$ cat config.mk
export PLATFORM = sky130hd
export DESIGN_NAME = gpio_activity_port
export DESIGN_NICKNAME = d
export VERILOG_FILES = /design/src/rtl/gpio_act_pkg.sv /design/src/rtl/gpio_in_sync.sv /design/src/rtl/gpio_act_toggle.sv /design/src/rtl/gpio_pin_drive.sv /design/src/rtl/gpio_regfile.sv /design/src/rtl/gpio_activity_port.sv
export SDC_FILE = /design/constraint.sdc
export NUM_CORES = 1
export LEC_CHECK = 0
export ABC_AREA = 1
export BUFFER_PORTS_ARGS = -buffer_cell sky130_fd_sc_hd__clkbuf_2
export CAP_MARGIN = 20
export CORE_ASPECT_RATIO = 0.9
export CORE_UTILIZATION = 65
export CTS_BUF_LIST = sky130_fd_sc_hd__clkbuf_4 sky130_fd_sc_hd__clkbuf_8
export DETAILED_ROUTE_END_ITERATION = 7
export PLACE_DENSITY = 0.89
export SETUP_SLACK_MARGIN = 0.4
export SYNTH_ARGS = -nofsm -noshare
export SYNTH_HDL_FRONTEND = slang
export SYNTH_SLANG_ARGS = --single-unit
$ cat constraint.sdc
create_clock -name clk -period 3.1 [get_ports clk]
set_input_delay 0.31 -clock clk [delete_from_list [all_inputs] [get_ports clk]]
set_output_delay 0.31 -clock clk [all_outputs]
set_load 0.005 [all_outputs]
$ cat src/rtl/gpio_act_pkg.sv
package gpio_act_pkg;
   localparam int ADDR_W = 3;
   localparam int ALT_PINS = 2;
   typedef enum logic [ADDR_W-1:0] {
      A_DIR   = 3'd0,
      A_MODE  = 3'd1,
      A_LATCH = 3'd2,
      A_ALT   = 3'd3,
      A_PINS  = 3'd4
   } gpio_addr_e;
endpackage

$ cat src/rtl/gpio_in_sync.sv
module gpio_in_sync #(
   parameter int WIDTH  = 8,
   parameter int STAGES = 2
) (
   input  logic             clk,
   input  logic             rst_n,
   input  logic [WIDTH-1:0] d_async,
   output logic [WIDTH-1:0] d_sync
);
   generate
      if (STAGES < 2) begin : g_bad
         $error("gpio_in_sync: STAGES must be at least 2");
      end
   endgenerate

   logic [WIDTH-1:0] stage_q [STAGES];

   always_ff @(posedge clk or negedge rst_n) begin
      if (!rst_n) begin
         for (int s = 0; s < STAGES; s++) stage_q[s] <= '0;
      end else begin
         stage_q[0] <= d_async;
         for (int s = 1; s < STAGES; s++) stage_q[s] <= stage_q[s-1];
      end
   end

   assign d_sync = stage_q[STAGES-1];
endmodule

$ cat src/rtl/gpio_act_toggle.sv
module gpio_act_toggle #(
   parameter int HALF = 2400000
) (
   input  logic clk,
   input  logic rst_n,
   input  logic suspend,
   input  logic busy,
   output logic ind_o
);
   generate
      if (HALF < 2) begin : g_bad
         $error("gpio_act_toggle: HALF must be at least 2");
      end
   endgenerate

   localparam int CW = $clog2(HALF);
   localparam logic [CW-1:0] LAST = CW'(HALF - 1);

   logic [CW-1:0] cnt_q;

   always_ff @(posedge clk or negedge rst_n) begin
      if (!rst_n) begin
         cnt_q <= '0;
         ind_o <= 1'b1;
      end else if (!suspend) begin
         if (!busy) begin
            cnt_q <= '0;
            ind_o <= 1'b1;
         end else if (cnt_q == LAST) begin
            cnt_q <= '0;
            ind_o <= ~ind_o;
         end else begin
            cnt_q <= cnt_q + 1'b1;
         end
      end
   end


   ind_idle_high_chk: assert property (@(posedge clk) disable iff (!rst_n)
      (!busy && !suspend) |=> (ind_o && cnt_q == '0));

   ind_suspend_hold_chk: assert property (@(posedge clk) disable iff (!rst_n)
      suspend |=> ($stable(ind_o) && $stable(cnt_q)));

   ind_flip_cause_chk: assert property (@(posedge clk) disable iff (!rst_n)
      (busy && !suspend && cnt_q != LAST) |=> $stable(ind_o));
endmodule

$ cat src/rtl/gpio_pin_drive.sv
module gpio_pin_drive (
   input  logic dir_bit,
   input  logic pp_bit,
   input  logic latch_bit,
   input  logic alt_en,
   input  logic alt_lvl,
   output logic out_o,
   output logic oe_o
);
   logic as_out;
   logic lvl;

   always_comb begin
      as_out = dir_bit | alt_en;
      lvl    = alt_en ? alt_lvl : latch_bit;
      if (!as_out) begin
         out_o = 1'b0;
         oe_o  = 1'b0;
      end else if (pp_bit) begin
         out_o = lvl;
         oe_o  = 1'b1;
      end else begin
         out_o = 1'b0;
         oe_o  = ~lvl;
      end
   end


   always_comb begin
      od_never_high_chk: assert (pp_bit || !(oe_o && out_o));
   end

   always_comb begin
      input_released_chk: assert (dir_bit || alt_en || !oe_o);
   end
endmodule

$ cat src/rtl/gpio_regfile.sv
module gpio_regfile
   import gpio_act_pkg::*;
#(
   parameter int PIN_COUNT = 8
) (
   input  logic                 clk,
   input  logic                 rst_n,
   input  logic                 suspend,
   input  logic                 we,
   input  logic [ADDR_W-1:0]    addr,
   input  logic [PIN_COUNT-1:0] wdata,
   input  logic [PIN_COUNT-1:0] pins_sync,
   output logic [PIN_COUNT-1:0] rdata,
   output logic [PIN_COUNT-1:0] dir_q,
   output logic [PIN_COUNT-1:0] mode_q,
   output logic [PIN_COUNT-1:0] latch_q,
   output logic [ALT_PINS-1:0]  alt_q
);
   logic wr_ok;
   assign wr_ok = we && !suspend;

   always_ff @(posedge clk or negedge rst_n) begin
      if (!rst_n) begin
         dir_q   <= '0;
         mode_q  <= '0;
         latch_q <= '0;
         alt_q   <= '0;
      end else if (wr_ok) begin
         case (gpio_addr_e'(addr))
            A_DIR:   dir_q   <= wdata;
            A_MODE:  mode_q  <= wdata;
            A_LATCH: latch_q <= wdata;
            A_ALT:   alt_q   <= wdata[ALT_PINS-1:0];
            default: ;
         endcase
      end
   end

   always_comb begin
      case (gpio_addr_e'(addr))
         A_DIR:   rdata = dir_q;
         A_MODE:  rdata = mode_q;
         A_LATCH: rdata = latch_q;
         A_ALT:   rdata = {{(PIN_COUNT-ALT_PINS){1'b0}}, alt_q};
         A_PINS:  rdata = pins_sync;
         default: rdata = '0;
      endcase
   end


   regs_suspend_hold_chk: assert property (@(posedge clk) disable iff (!rst_n)
      suspend |=> ($stable(dir_q) && $stable(mode_q) && $stable(latch_q) && $stable(alt_q)));

   regs_no_write_hold_chk: assert property (@(posedge clk) disable iff (!rst_n)
      !we |=> ($stable(dir_q) && $stable(mode_q) && $stable(latch_q) && $stable(alt_q)));
endmodule

$ cat src/rtl/gpio_activity_port.sv
module gpio_activity_port
   import gpio_act_pkg::*;
#(
   parameter int PIN_COUNT = 8,
   parameter int SYNC_STAGES = 2,
   parameter int CLK_HZ = 48000000,
   parameter int TOGGLE_HZ = 10
) (
   input  logic                 clk,
   input  logic                 rst_n,
   input  logic                 suspend,
   input  logic                 reg_we,
   input  logic [2:0]           reg_addr,
   input  logic [PIN_COUNT-1:0] reg_wdata,
   output logic [PIN_COUNT-1:0] reg_rdata,
   input  logic                 tx_busy,
   input  logic                 rx_busy,
   input  logic [PIN_COUNT-1:0] pin_in,
   output logic [PIN_COUNT-1:0] pin_out,
   output logic [PIN_COUNT-1:0] pin_oe
);
   localparam int HALF = CLK_HZ / (2 * TOGGLE_HZ);

   generate
      if (PIN_COUNT < ALT_PINS) begin : g_bad_pins
         $error("gpio_activity_port: PIN_COUNT below alternate pin count");
      end
      if (TOGGLE_HZ < 1 || HALF < 2) begin : g_bad_rate
         $error("gpio_activity_port: toggle rate too high for clock");
      end
   endgenerate

   logic [PIN_COUNT-1:0] pins_sync;
   logic [PIN_COUNT-1:0] dir_q, mode_q, latch_q;
   logic [ALT_PINS-1:0]  alt_q;
   logic [ALT_PINS-1:0]  ind;
   logic [ALT_PINS-1:0]  busy_v;

   assign busy_v = {rx_busy, tx_busy};

   gpio_in_sync #(.WIDTH(PIN_COUNT), .STAGES(SYNC_STAGES)) u_sync (
      .clk(clk), .rst_n(rst_n), .d_async(pin_in), .d_sync(pins_sync)
   );

   gpio_regfile #(.PIN_COUNT(PIN_COUNT)) u_regs (
      .clk(clk), .rst_n(rst_n), .suspend(suspend), .we(reg_we), .addr(reg_addr),
      .wdata(reg_wdata), .pins_sync(pins_sync), .rdata(reg_rdata),
      .dir_q(dir_q), .mode_q(mode_q), .latch_q(latch_q), .alt_q(alt_q)
   );

   generate
      for (genvar a = 0; a < ALT_PINS; a++) begin : g_ind
         gpio_act_toggle #(.HALF(HALF)) u_tog (
            .clk(clk), .rst_n(rst_n), .suspend(suspend),
            .busy(busy_v[a]), .ind_o(ind[a])
         );
      end
      for (genvar i = 0; i < PIN_COUNT; i++) begin : g_pin
         if (i < ALT_PINS) begin : g_alt
            gpio_pin_drive u_drv (
               .dir_bit(dir_q[i]), .pp_bit(mode_q[i]), .latch_bit(latch_q[i]),
               .alt_en(alt_q[i]), .alt_lvl(ind[i]),
               .out_o(pin_out[i]), .oe_o(pin_oe[i])
            );
         end else begin : g_plain
            gpio_pin_drive u_drv (
               .dir_bit(dir_q[i]), .pp_bit(mode_q[i]), .latch_bit(latch_q[i]),
               .alt_en(1'b0), .alt_lvl(1'b1),
               .out_o(pin_out[i]), .oe_o(pin_oe[i])
            );
         end
      end
   endgenerate


   reset_all_inputs_chk: assert property (@(posedge clk)
      !rst_n |=> (pin_oe == '0 || rst_n));
endmodule

==> flow_metrics.py, run 1 <==
metrics = {
    "outcome": {
        "status": "completed",
    },
    "timing": {
        "fin_tns_setup_ns": 0,
        "period_share": 0.589,
        "slew_headroom": 0.623,
        "finalCriticalPeriod_ns": 1.83,
        "final_hold_viol_count": 0,
        "clock.fmax_mhz": 548,
        "worst_pin_slew_ns": 0.563,
        "setup_ws_ns": 1.27,
        "setup_viol": 0,
        "rsz0062_at_grt": "false",
        "slew_violations": 0,
        "final.hold.worst_slack_ns": 0.0453,
        "fin_skew_ns": 0.0121,
    },
    "global_route": {
        "antenna_found_initial": 0,
        "overflow": 0,
        "grt_pass1_wl_mm": 18.1,
        "grt_use_total": 0.297,
        "grt_pass1_vias": 4009,
        "grt_max_degree": 89,
    },
    "worst_setup_path": {
        "crit_fanout": 9,
        "crit_type": "in2out",
        "end_kind": "output pin",
        "cp-start-kind": "primary input",
        "arrival_ns": 1.52,
        "cp.required_ns": 2.79,
    },
    "flow_run": {
        "drv_cap": 0,
    },
    "synth": {
        "syn_nets": 656,
        "yosysUniqueCellTypes": 33,
        "avgSynthCellArea_um2": 7.61,
        "synth-seq-cells": 88,
        "seq_area_frac_synth": 0.460,
        "yosys_warnings": 0,
        "syn_inst": 629,
        "syn-cell-area_um2": 4790,
    },
    "die": {
        "die_x_um": 92.5,
        "core_region_area_um2": 7080,
        "start_util": 0.677,
        "core.rowCount": 29,
        "pin_count": 49,
        "die_h_um": 83.4,
        "die_area_um2": 7720,
    },
    "clock_network": {
        "root_buffer": "clkbuf_8",
        "clk_pin_slew_ns": 0.09,
        "cts_resized": 0,
        "clock_sinks": 88,
        "clkLatencyLatePin_ns": 0.36,
        "cts_made_buffers": 9,
        "clk_path_buf_depth": 2,
        "h-tree-depth": 3,
        "cts_tree": "done",
    },
    "route": {
        "ant_nets": 0,
        "detail_route.vias_per_cell": 5.51,
        "wirelength_mm": 10.6,
        "wl_per_cell_um": 13.9,
        "drc": 0,
        "drt_iter0_drc": 332,
        "first_pass_iters": 5,
        "num_vias": 4202,
    },
    "hold_path": {
        "worstHoldPathType": "in2reg",
    },
    "final_layout": {
        "fillerInstances": 513,
        "layout-drive-gt1-share": 0.157,
        "final_core_util": 0.737,
        "area_growth_pct": 8.88,
        "nets": 691,
        "diodes": 0,
    },
    "pwr": {
        "power.ir.vdd_worst_mv": 0.353,
        "power_leakage_nw": 2.60,
        "internal-power_mw": 1.85,
        "clkPwrFrac": 0.347,
        "p_per_area_nw_per_um2": 490,
        "sequentialPowerShare": 0.521,
        "p_comb_frac": 0.132,
        "netSwitchingFraction": 0.278,
        "p_sw_mw": 0.711,
    },
    "placed_design": {
        "place.gp.congestion": 0.990,
        "io_buffers": 48,
        "hpwl_mm": 7.28,
        "post-place-ws_ns": 1.23,
    },
}
[what timing repair did]
item,in CTS,in global routing
hold buffers,0,1
hold endpoints to repair,0,15
buffers inserted,0,0
[stage by stage]
step | power (mW) | area, µm² | instances
CTS | 2.55 | 5180 | 760
global placement | 1.65 | 4960 | 744
global route | 2.66 | 5220 | 762
finish | 2.56 | 5220 | 762
floorplan | 1.58 | 4790 | 629
detailed placement | 1.68 | 4960 | 744
[final cells by class]
class,count,area [µm²],area share
clock inverters,6,90.1,0.0173
clock buffers,10,131,0.0252
repair buffers,50,280,0.0537
well taps,93,116,0.0223
flip-flops and latches,88,2200,0.423
inverters,71,272,0.0521
multi-input cells,444,2120,0.407
[synthesized netlist by cell type]
library cell	count	area, µm²
ha_1	2	25.0
nand2_1	187	702
dfrtp_1	86	2150
nor2_1	98	368
nor3_2	1	10.0
clkbuf_1	2	7.51
o21ai_0	19	95.1
o21ai_2	16	140
clkinv_4	1	8.76
buf_6	4	45.0
nor3_4	3	48.8
o21a_1	1	7.51
a31o_2	2	17.5
buf_4	16	120
a21o_1	2	15.0
dfstp_2	2	52.6
nand2_4	3	33.8
nand2_2	4	25.0
xor2_1	8	70.1
o21bai_1	7	52.6
mux2i_1	2	20.0
nand3_1	36	180
or2_1	1	6.26
inv_2	4	15.0
and2_1	2	12.5
buf_2	4	20.0
nand4_1	17	106
nor3_1	6	30.0
nor2_2	4	25.0
xnor2_1	4	35.0
inv_1	66	248
o21ai_1	7	35.0
a21oi_1	12	60.1
[logic make-up after synthesis]
family,synth area share
and+or+nand+nor,0.323
buffers and inverters,0.0969
DFF,0.460
AOI/OAI and AO/OA,0.0883
xor gates and xnor gates,0.0219
muxes,0.00418
adders and majority gates,0.00522
[sequential cells by signal, summed over array words and instances (netlist names)]
register	flops
u_sync.stage_q	8
u_regs.mode_q	8
g_ind.u_tog.ind_o	2
g_ind.u_tog.cnt_q	44
u_sync.d_sync	8
u_regs.dir_q	8
u_regs.alt_q	2
u_regs.latch_q	8
[critical path, stage by stage]
cell and delay (ns):
clkbuf_2 0.17, inv_2 0.08, nor3_4 0.42, nand2_1 0.13, nand2_1 0.11, a21oi_1 0.05, nand3_1 0.12, clkbuf_2 0.13
[path summary, 6_finish.rpt]
check | end | cells past startpoint | startpoint | slack (ns)
min in group asynchronous | u_sync.d_sync[5] | 2 | rst_n | 0.33
max reg2reg | g_ind[1].u_tog.cnt_q[18] | 8 | g_ind[1].u_tog.cnt_q[0] | 1.34
max in group asynchronous | g_ind[1].u_tog.ind_o | 3 | rst_n | 2.13
min | u_sync.stage_q[10] | 1 | pin_in[2] | 0.05
min reg2reg | u_sync.d_sync[3] | 0 | u_sync.stage_q[11] | 0.35
max | reg_rdata[0] | 8 | reg_addr[1] | 1.27
[cells in the final DEF (no fill, tap or decap), drive strengths merged]
master | Yosys | routed
clkbuf | 2 | 57
clkinvlp | 0 | 1
clkinv | 1 | 2
a31o | 2 | 2
xnor2 | 4 | 4
dlygate4sd3 | 0 | 1
o21bai | 7 | 7
and2 | 2 | 2
nand2 | 194 | 194
nor3 | 10 | 10
xor2 | 8 | 8
inv | 70 | 72
a21o | 2 | 2
nand4 | 17 | 17
dfstp | 2 | 2
bufinv | 0 | 2
or2 | 1 | 1
nand3 | 36 | 36
buf | 24 | 2
o21a | 1 | 1
a21oi | 12 | 12
mux2i | 2 | 2
o21ai | 42 | 42
dfrtp | 86 | 86
ha | 2 | 2
nor2 | 102 | 102
[layer usage]
layer,part of all wire,global-route usage,vias to the layer above
li1,-,-,2038
met1,0.44,0.399,1973
met2,0.49,0.481,172
met3,0.062,0.0577,19
met4,0.015,0.101,0
met5,0,0,-
[power groups by stage]
stage	Clock (mW)	Combinational [mW]	Sequential [mW]
3_3_place_gp	0	0.310	1.34
4_1_cts	0.887	0.334	1.33
2_1_floorplan	0	0.252	1.33
6_report	0.886	0.337	1.33
3_5_place_dp	0	0.330	1.35
5_1_grt	0.937	0.379	1.34
Power figures use the tool's default switching activity.
==> inputs of run 2 (changes only) <==
Settings changed: CORE_UTILIZATION 65 to 61, PLACE_DENSITY 0.89 to 0.84.
Clock period 3.1 ns to 1.86 ns, I/O delays scaled along.
==> flow_metrics.py, run 2 (synthesis results as in run 1) <==
metrics = {
    "clock_network": {
        "cts_tree": "done",
        "h-tree-depth": 3,
        "root_buffer": "clkbuf_8",
        "clk_path_buf_depth": 2,
        "clock_sinks": 88,
        "clk_pin_slew_ns": 0.09,
        "cts_made_buffers": 9,
        "clkLatencyLatePin_ns": 0.37,
    },
    "worst_setup_path": {
        "crit_fanout": 6,
        "r2r_cells": 8,
        "startpoint": "g_ind[1].u_tog.cnt_q[0]",
        "r2r_setup_slack_ns": 0.27,
        "end_kind": "register",
        "cp.required_ns": 2.13,
        "cp-start-kind": "register",
        "rr_startpoint": "g_ind[1].u_tog.cnt_q[0]",
        "crit_end": "g_ind[1].u_tog.cnt_q[3]",
        "crit_type": "reg2reg",
        "arrival_ns": 1.87,
        "worstReg2RegEnd": "g_ind[1].u_tog.cnt_q[3]",
    },
    "route": {
        "wirelength_mm": 14.3,
        "drt_iter0_drc": 382,
        "wl_per_cell_um": 17.3,
        "ant_nets": 0,
        "num_vias": 4792,
        "drc": 0,
        "first_pass_iters": 5,
        "detail_route.vias_per_cell": 5.82,
    },
    "placed_design": {
        "place.gp.congestion": 0.861,
        "post-place-ws_ns": 0.117,
        "io_buffers": 48,
        "placed_cell_area_um2": 5020,
        "hpwl_mm": 7.49,
        "dp_cells": 754,
    },
    "timing": {
        "rsz0062_at_grt": "true",
        "final_hold_viol_count": 0,
        "worst_pin_slew_ns": 0.633,
        "period_share": 0.857,
        "final.hold.worst_slack_ns": 0.0991,
        "slew_headroom": 0.578,
        "slew_violations": 0,
        "setup_ws_ns": 0.265,
        "fin_skew_ns": 0.00598,
        "clock.fmax_mhz": 627,
        "setup_viol": 0,
        "fin_tns_setup_ns": 0,
        "finalCriticalPeriod_ns": 1.59,
    },
    "final_layout": {
        "seqCellArea_um2": 2220,
        "largest_reg_flops": 44,
        "final_common_cell": "nand2_1",
        "layout-drive-gt1-share": 0.316,
        "fillerInstances": 416,
        "multi_input_area_um2": 2540,
        "final_cell_mix": "nand2_1 (168), dfrtp_1 (77), nor2_1 (70), inv_1 (66), clkbuf_2 (45)",
        "nets": 750,
        "top_register": "g_ind.u_tog.cnt_q",
        "diodes": 0,
        "area_growth_pct": 28.6,
        "final_core_util": 0.812,
        "finish.instance_area_um2": 6160,
        "final_cells": 824,
    },
    "pwr": {
        "power.ir.vdd_worst_mv": 0.570,
        "power_leakage_nw": 2.96,
        "p_per_area_nw_per_um2": 741,
        "totalPowerFinal_mw": 4.56,
    },
    "global_route": {
        "overflow": 0,
        "grt_pass1_vias": 4363,
        "antenna_found_initial": 0,
        "grt_max_degree": 47,
        "grt_use_total": 0.303,
        "grt_pass1_wl_mm": 19.3,
    },
    "die": {
        "core.rowCount": 30,
        "die_h_um": 86.1,
        "core_region_area_um2": 7580,
        "die_x_um": 95.4,
        "die_area_um2": 8210,
        "start_util": 0.632,
        "pin_count": 49,
    },
    "hold_path": {
        "worstHoldPathType": "in2reg",
    },
    "flow_run": {
        "drv_cap": 0,
    },
    "outcome": {
        "status": "completed",
    },
}
## run 2: cell count changes in the layout (fill, tap and decap cells not counted), sizes merged
| cell | before | now |
|---|---|---|
| nand2 | 194 | 195 |
| dlygate4sd3 | 1 | 9 |
| inv | 72 | 74 |
| clkinv | 2 | 3 |
| buf | 2 | 52 |
| clkbuf | 57 | 54 |
## run 2: worst min-delay path by stage
stage                      start                       to  slack (ns)  depth (start not counted)
floorplan                  rst_n  g_ind[0].u_tog.cnt_q[0]       -0.11                          0
finish              reg_wdata[4]        u_regs.latch_q[4]         0.1                          3
CTS                 reg_wdata[5]         u_regs.mode_q[5]         0.1                          3
detailed placement         rst_n         u_sync.d_sync[5]        0.24                          1
global placement           rst_n         u_sync.d_sync[5]        0.23                          1
global route        reg_wdata[7]        u_regs.latch_q[7]        0.11                          3
## run 2: timing repair
action | CTS | global route
setup endpoints to repair | 44 | 50
gates resized for setup | 18 | 113
buffers inserted | 15 | 27
hold buffers | 9 | 0
hold endpoints to repair | 49 | 0
pin swaps | 12 | 38
cloned | 2 | 1
## run 2: routing by layer
layer | vias to the layer above | global-route usage | wire (µm) | part of all wire
li1 | 2161 | - | - | -
met4 | 0 | 0.121 | 724 | 0.051
met1 | 2258 | 0.381 | 5310 | 0.37
met3 | 84 | 0.0621 | 1010 | 0.071
met5 | - | 0 | 0 | 0
met2 | 289 | 0.510 | 7250 | 0.51
## run 2: power breakdown
part | internal, mW | total (mW) | leakage (nW) | switching, mW
logic | 0.335 | 0.778 | 1.71 | 0.443
registers | 2.07 | 2.24 | 1.13 | 0.162
clock network | 0.774 | 1.55 | 0.115 | 0.777
## run 2: worst max-delay path, cell delays in order, from the launching register on
cell	delay, ns
dfrtp_1	0.44
ha_4	0.18
nand3_4	0.11
nor2_4	0.16
nand3_2	0.12
nand2_4	0.16
nand2_8	0.11
clkinvlp_4	0.17
nor2_1	0.05
## run 2: area by class of cell
cell class,count,area share
clock buffers,9,0.0201
clock inverters,7,0.0163
inverters,71,0.0465
multi-input cells,445,0.413
flip-flops and latches,88,0.360
well taps,96,0.0195
repair buffers,106,0.121
repair inverters,2,0.00386
==> inputs of run 3 (changes only) <==
Settings changed: CORE_UTILIZATION 61 to 65, PLACE_DENSITY 0.84 to 0.89.
Clock period 1.86 ns to 1.85 ns, I/O delays scaled along.
==> flow_metrics.py, run 3 (synthesis results as in run 1) <==
metrics = {
    "die": {
        "core_region_area_um2": 7080,
        "pin_count": 49,
        "die_area_um2": 7720,
        "start_util": 0.677,
        "core.rowCount": 29,
        "die_h_um": 83.4,
        "die_x_um": 92.5,
    },
    "final_layout": {
        "multi_input_area_um2": 2510,
        "layout-drive-gt1-share": 0.301,
        "largest_reg_flops": 44,
        "area_growth_pct": 26.2,
        "top_register": "g_ind.u_tog.cnt_q",
        "finish.instance_area_um2": 6040,
        "final_cell_mix": "nand2_1 (169), dfrtp_1 (77), nor2_1 (73), inv_1 (64), clkbuf_2 (46)",
        "final_common_cell": "nand2_1",
        "seqCellArea_um2": 2220,
        "nets": 739,
        "diodes": 0,
        "fillerInstances": 359,
    },
    "route": {
        "first_pass_iters": 5,
        "wl_per_cell_um": 19.7,
        "drt_iter0_drc": 516,
        "num_vias": 5142,
        "detail_route.vias_per_cell": 6.35,
        "wirelength_mm": 16.0,
        "drc": 0,
        "ant_nets": 0,
    },
    "timing": {
        "slew_headroom": 0.641,
        "final_hold_viol_count": 0,
        "worst_pin_slew_ns": 0.538,
        "slew_violations": 0,
        "fin_tns_setup_ns": 0,
        "rsz0062_at_grt": "true",
        "setup_viol": 0,
        "finalCriticalPeriod_ns": 1.61,
        "fin_skew_ns": 0.00752,
        "period_share": 0.872,
        "clock.fmax_mhz": 620,
    },
    "pwr": {
        "p_per_area_nw_per_um2": 762,
        "sequentialPowerShare": 0.495,
        "power.ir.vdd_worst_mv": 0.531,
        "p_comb_frac": 0.175,
        "clkPwrFrac": 0.331,
        "power_leakage_nw": 2.88,
        "netSwitchingFraction": 0.304,
        "p_sw_mw": 1.40,
        "internal-power_mw": 3.20,
    },
    "clock_network": {
        "clock_sinks": 88,
        "clk_pin_slew_ns": 0.09,
        "root_buffer": "clkbuf_8",
        "clk_path_buf_depth": 2,
        "clkLatencyLatePin_ns": 0.37,
        "h-tree-depth": 3,
        "cts_made_buffers": 9,
        "cts_tree": "done",
    },
    "worst_setup_path": {
        "arrival_ns": 1.87,
        "crit_fanout": 3,
        "rr_startpoint": "g_ind[0].u_tog.cnt_q[1]",
        "end_kind": "register",
        "startpoint": "g_ind[0].u_tog.cnt_q[1]",
        "cp-start-kind": "register",
        "crit_type": "reg2reg",
        "cp.required_ns": 2.11,
    },
    "hold_path": {
        "worstHoldPathType": "in2reg",
        "hp-start": "reg_wdata[6]",
    },
    "global_route": {
        "grt_max_degree": 41,
        "grt_pass1_wl_mm": 20.1,
        "grt_pass1_vias": 4518,
        "grt_use_total": 0.333,
        "overflow": 0,
        "antenna_found_initial": 0,
    },
    "flow_run": {
        "drv_cap": 0,
    },
    "placed_design": {
        "placed_cell_area_um2": 5010,
        "hpwl_mm": 7.77,
        "io_buffers": 48,
        "place.gp.congestion": 0.925,
    },
    "outcome": {
        "status": "completed",
    },
}
-- run 3: cell count changes in the layout (fill, tap and decap cells not counted), sizes merged --
cell,delta
buf,-12
clkinv,+2
inv,-3
clkbuf,+2
-- run 3: path summary, 6_finish.rpt --
path / end / slack [ns] / cells past startpoint
worst max-delay path: g_ind[0].u_tog.cnt_q[5] / 0.24 / 7
worst min-delay path: u_regs.mode_q[6] / 0.11 / 3
worst max register to register: g_ind[0].u_tog.cnt_q[5] / 0.24 / 7
worst min register to register: u_sync.d_sync[7] / 0.36 / 0
max in group asynchronous: g_ind[1].u_tog.ind_o / 0.89 / 3
min in group asynchronous: u_sync.stage_q[13] / 0.32 / 2
-- run 3: routing by layer --
metal,up-vias,GRT usage,part of all wire
li1,2140,-,-
met5,-,0,0
met1,2443,0.413,0.35
met2,421,0.550,0.49
met4,0,0.163,0.068
met3,138,0.0733,0.090
-- run 3: final cells by class --
class | count | share of cell area
Multi-Input combinational cell | 445 | 0.415
Clock inverter | 6 | 0.0151
Inverter | 71 | 0.0489
Timing Repair Buffer | 95 | 0.109
Clock buffer | 10 | 0.0217
Timing Repair inverter | 2 | 0.00455
Tap cell | 93 | 0.0193
Sequential cell | 88 | 0.367
-- run 3: what timing repair did --
| action | 4_1_cts | 5_1_grt |
|---|---|---|
| cloned | 2 | 1 |
| endpoints found under the setup margin | 43 | 54 |
| hold buffers | 9 | 0 |
| gates resized for setup | 26 | 95 |
| buffers inserted | 11 | 21 |
| pin swaps | 8 | 24 |
| hold endpoints to repair | 45 | 0 |
-- run 3: power groups by stage --
stage	Combinational [mW]	Sequential, mW	Clock [mW]
floorplan	0.422	2.23	0
CTS	0.653	2.24	1.49
global placement	0.534	2.25	0
global route	0.859	2.28	1.57
detailed placement	0.566	2.27	0
finish	0.804	2.28	1.52
-- run 3: worst max-delay path, cell delays in order, from the launching register on --
cell and delay (ns):
dfrtp_1 0.47, buf_4 0.16, nand3_2 0.12, nor2_4 0.19, buf_4 0.13, nand3_1 0.13, xor2_1 0.23, nor2_1 0.08
-- run 3: stage by stage --
| step | utilization | std cells | total power, mW | hold slack (ns) | setup WS [ns] |
|---|---|---|---|---|---|
| CTS | 0.781 | 788 | 4.38 | 0.0996 | 0.364 |
| global route | 0.854 | 810 | 4.71 | 0.116 | 0.157 |
| floorplan | - | 629 | 2.65 | -0.111 | 0.408 |
| finish | 0.854 | 810 | 4.60 | 0.106 | 0.236 |
| detailed placement | 0.709 | 750 | 2.83 | 0.187 | 0.128 |
| global placement | 0.709 | 750 | 2.79 | 0.183 | 0.208 |
